$ cat src/rtl/ram_window_decoder.sv
module ram_window_decoder #(
  parameter int NCH = 7,
  localparam int CHW = (NCH > 1) ? $clog2(NCH) : 1,
  localparam int LW = 24
) (
  input  logic            clk,
  input  logic            rst_n,
  input  logic            cfg_we,
  input  logic [31:0]     cfg_wdata,
  output logic [31:0]     cfg_rdata,
  output logic [LW-1:0]   map_limit,
  input  logic            acc_valid,
  input  logic            acc_write,
  input  logic [31:0]     acc_addr,
  input  logic [31:0]     ram_rdata,
  output logic [31:0]     acc_rdata,
  output logic            ram_hit,
  output logic            highz_hit,
  output logic            unmapped_hit,
  output logic [LW-2:0]   ram_addr,
  output logic            ram_we,
  input  logic            dma_req,
  input  logic [CHW-1:0]  dma_ch,
  input  logic [LW-1:0]   dma_addr,
  input  logic [LW-1:0]   dma_len,
  input  logic [NCH-1:0]  dma_go,
  input  logic [NCH-1:0]  dma_done,
  output logic            dma_bus_err,
  output logic [NCH-1:0]  dma_busy
);
  localparam logic [LW-1:0] MB1 = LW'(1) << 20;
  localparam logic [LW-1:0] FULL = MB1 << 3;
  localparam logic [31:0] RST_VAL = 32'h0000_0B88;

  function automatic logic [LW-1:0] mem_size(input logic [2:0] c);
    case (c)
      3'd0, 3'd2: return MB1;
      3'd1, 3'd3: return MB1 << 2;
      3'd4, 3'd6: return MB1 << 1;
      default:    return FULL;
    endcase
  endfunction

  function automatic logic [LW-1:0] hz_end(input logic [2:0] c);
    case (c)
      3'd0:       return MB1;
      3'd1:       return MB1 << 2;
      3'd2, 3'd4: return MB1 << 1;
      3'd6:       return MB1 << 2;
      default:    return FULL;
    endcase
  endfunction

  logic [31:0]   cfg_q;
  logic [LW-1:0] mem_lim_q, hz_lim_q;

  always_ff @(posedge clk) begin
    if (!rst_n) begin
      cfg_q     <= RST_VAL;
      mem_lim_q <= mem_size(RST_VAL[11:9]);
      hz_lim_q  <= hz_end(RST_VAL[11:9]);
    end else if (cfg_we) begin
      cfg_q <= cfg_wdata;
      if (cfg_wdata[11:9] != cfg_q[11:9]) begin
        mem_lim_q <= mem_size(cfg_wdata[11:9]);
        hz_lim_q  <= hz_end(cfg_wdata[11:9]);
      end
    end
  end

  assign cfg_rdata = cfg_q;
  assign map_limit = mem_lim_q;

  logic          seg_ok, in_mirror;
  logic [LW-1:0] off;

  assign seg_ok    = (acc_addr[31:29] == 3'b000) || (acc_addr[31:29] == 3'b100) ||
                     (acc_addr[31:29] == 3'b101);
  assign in_mirror = acc_valid && seg_ok && (acc_addr[28:23] == '0);
  assign off       = {1'b0, acc_addr[22:0]};

  assign ram_hit      = in_mirror && (off < mem_lim_q);
  assign highz_hit    = in_mirror && (off >= mem_lim_q) && (off < hz_lim_q);
  assign unmapped_hit = in_mirror && (off >= hz_lim_q);
  assign ram_addr     = ram_hit ? acc_addr[22:0] : '0;
  assign ram_we       = ram_hit && acc_write;
  assign acc_rdata    = ram_hit ? ram_rdata : '1;

  logic [LW:0] dma_end;
  assign dma_end     = {1'b0, dma_addr} + {1'b0, dma_len};
  assign dma_bus_err = dma_req && (dma_end >= {1'b0, mem_lim_q});

  for (genvar i = 0; i < NCH; i++) begin : g_ch
    always_ff @(posedge clk) begin
      if (!rst_n)                                   dma_busy[i] <= 1'b0;
      else if (dma_bus_err && (dma_ch == CHW'(i)))  dma_busy[i] <= 1'b0;
      else if (dma_go[i])                           dma_busy[i] <= 1'b1;
      else if (dma_done[i])                         dma_busy[i] <= 1'b0;
    end
  end
endmodule


$ cat config.mk
export PLATFORM = sky130hd
export DESIGN_NAME = ram_window_decoder
export DESIGN_NICKNAME = d
export VERILOG_FILES = /design/src/rtl/ram_window_decoder.sv
export SDC_FILE = /design/constraint.sdc
export NUM_CORES = 1
export LEC_CHECK = 0
export BUFFER_PORTS_ARGS = -buffer_cell sky130_fd_sc_hd__buf_2
export CAP_MARGIN = 40
export CORE_AREA = 2 2 112 114
export DETAILED_ROUTE_END_ITERATION = 6
export DIE_AREA = 0 0 114 116
export PLACE_DENSITY = 0.69
export SYNTH_ARGS = -nofsm -noshare
export SYNTH_HDL_FRONTEND = slang
export SYNTH_SLANG_ARGS = --single-unit
$ cat constraint.sdc
create_clock -name clk -period 11 [get_ports clk]
set_input_delay 3.3 -clock clk [delete_from_list [all_inputs] [get_ports clk]]
set_output_delay 3.3 -clock clk [all_outputs]
set_load 0.02 [all_outputs]
==> out/results.ini <==
[sta]
fin_crit_ps=10790
tns_ps=0
worst_slack_ps=209.6
clock_skew_ps=2.428
fin_crit_sh=0.9809
hold_ws_ps=473.5
fmax_mhz=92.67
slew_viol_final=0
finalSetupViolCount=0
hold_viol_final=0

[clock_network]
ctsHtreeMaxLevel=2
cts_max_path_buffers=2
cts_tree=done
cts-root-buf=clkbuf_16
clkTransAtPathRegs_ps=60
clk_latency_ps=280
cts.sinks=47
numCtsBuffers=5
ctsHoldBuffers=0

[logic_synthesis]
synth_common_cells=dfxtp_1, nor2_1, or3_1
syn_area_um2=4148
synth-edff-count=0
synth_top_area_frac=0.2268
syn_area_per_cell_um2=7.992
ys_seq_area_frac=0.2268
synth_area_leaders=dfxtp_1, ha_1, mux2i_1
synth_cell_type_count=69
syn_inst=519
ys_async_sr_fraction=0
synth-seq-cells=47
ys.flop_type=dfxtp_1
yosysMostFrequentCell=dfxtp_1
synth_top_area_cell=dfxtp_1
yosysWarnings=0

[floorplan]
core_area_um2=11910
start_util=0.3482
num_rows=40
die_h_um=116
die_x_um=114
die_area_um2=13220
io_pins=290

[flow_run]
maxCapViolCount=0

[global_route]
grt_pass1_wl_um=22690
grt_use_total=0.2171
antenna_found_initial=5
grt_pass1_vias=4451
grt_max_degree=36
overflow=0

[route]
ant_nets=0
routed_via_density=4.998
wl_um=15450
wire_per_inst_um=16.28
dr.pass1.iters=4
via_count=4743
drt_iter0_markers=202
drc_errors=0

[final_layout]
final_util=0.5040
finalNonFillerCells=949
nNetsFinal=999
area_growth_syn_to_layout_pct=44.74
drive_gt1_frac=0.4185
design_area_um2=6003

[critical_path]
crit_slowest_cell=or4_4
path_buf_inv=2
cp_data_required_time_ps=7700
worstPathMaxFanout=5
worst_setup_path_start_kind=primary input
arrival_ps=7490
cpPeakStageDelay_ps=570
worstSetupPathType=primary input to primary output
crit_chain=buf_2 > ha_2 > nand4_1 > or4_4 > o31ai_4 > o31ai_2 > nor2b_4 > o21ba_2 > o21bai_1 > xor2_1 > ha_1 > nand4_1 > a2111o_1 > a211o_1 > nor4_2 > o2111ai_1 > or4_4 > o21ai_4 > buf_6
end_kind=primary output
path_delay_family=compound AO/OA/AOI/OAI gates

[place]
hpwlAfterDp_um=13040
placed_area_um2=5732
io_buffers=269
placed_cells=936
gp_congestion=0.8858
place_ws_ps=-7.853

[outcome]
status=completed

[power]
leakagePower_nw=2.987
p_int_mw=0.3886
total_power_mw=0.5834
p_sw_mw=0.1948
power_frac_comb=0.381
max-vdd-ir-drop_uv=64.27
power.share.sequential=0.320
pwr-share-clk=0.300
swShare=0.3338
power_density_nw_per_um2=97.18

[hold_path]
min_path_type=flip-flop to flip-flop

-- worst register-to-register path: cells and delay by family, from the launching register on --
kind	cells	cell delay, ps
compound gates	6	1120
simple gates	3	940
flops	1	360
fa+ha+maj	1	300
buf+inv	2	290
-- power groups by stage --
| stage | Clock, mW | Sequential [mW] | Combinational [mW] |
|---|---|---|---|
| finish | 0.175 | 0.187 | 0.222 |
| global route | 0.187 | 0.188 | 0.243 |
| CTS | 0.177 | 0.187 | 0.216 |
| detailed placement | 0 | 0.190 | 0.213 |
| global placement | 0 | 0.190 | 0.211 |
| floorplan | 0 | 0.202 | 0.125 |
-- routing by layer --
metal | vias to the layer above | part of all wire | global-route usage | wire (µm)
met1 | 2133 | 0.40 | 0.2551 | 6195
met4 | 2 | 0.021 | 0.05447 | 331
met2 | 195 | 0.52 | 0.4159 | 7979
li1 | 2390 | - | - | -
met3 | 23 | 0.061 | 0.02772 | 937
met5 | - | 0.00052 | 0 | 8
-- cells in the final DEF, fill, tap and decap left out, drive strengths merged, types with 10 or more instances in the layout --
cell / count
nor2b: 18
ha: 34
o21ai: 23
xnor2: 10
buf: 300
nor2: 46
dfxtp: 47
nand2: 30
a21oi: 28
and2: 25
nor3: 11
mux2i: 33
conb: 20
inv: 23
or3: 36
-- final cells by class --
| type | count | area [µm²] |
|---|---|---|
| fill | 1197 | 5908 |
| multi-input combinational | 421 | 2997 |
| timing repair buffer | 300 | 1618 |
| sequential | 47 | 940.9 |
| tap | 147 | 183.9 |
| clock buffer | 5 | 125.1 |
| inverter | 22 | 82.58 |
| clock inverter | 3 | 46.29 |
| antenna | 4 | 10.01 |
-- logic make-up after synthesis --
family,share of synthesized area
AO/OA/AOI/OAI,0.1876
XOR/XNOR,0.03801
adder cells (fa/ha/maj),0.1074
buffers and inverters,0.08718
flip-flops,0.2268
multiplexers,0.08235
other,0.0009041
AND/OR/NAND/NOR,0.2697
-- final timing paths --
| kind | from | end | slack (ps) | cells after the start |
|---|---|---|---|---|
| setup / recovery | dma_len[18] | dma_bus_err | 210 | 19 |
| hold / removal | hz_lim_q[22] | hz_lim_q[22] | 470 | 2 |
| setup reg to reg | map_limit[21] | dma_busy[3] | 7870 | 12 |
| hold reg to reg | hz_lim_q[22] | hz_lim_q[22] | 470 | 2 |
-- state kept, by name, indices dropped and copies added (netlist names) --
name,cells
cfg_rdata,32
map_limit,4
dma_busy,7
hz_lim_q,4
-- repair_timing --
action | in CTS | in global routing
endpoints found under the hold margin | 0 | 0
pin swaps | 0 | 12
endpoints found under the setup margin | 1 | 1
buffers inserted | 0 | 2
resized for setup | 3 | 14
Power figures use the tool's default switching activity.
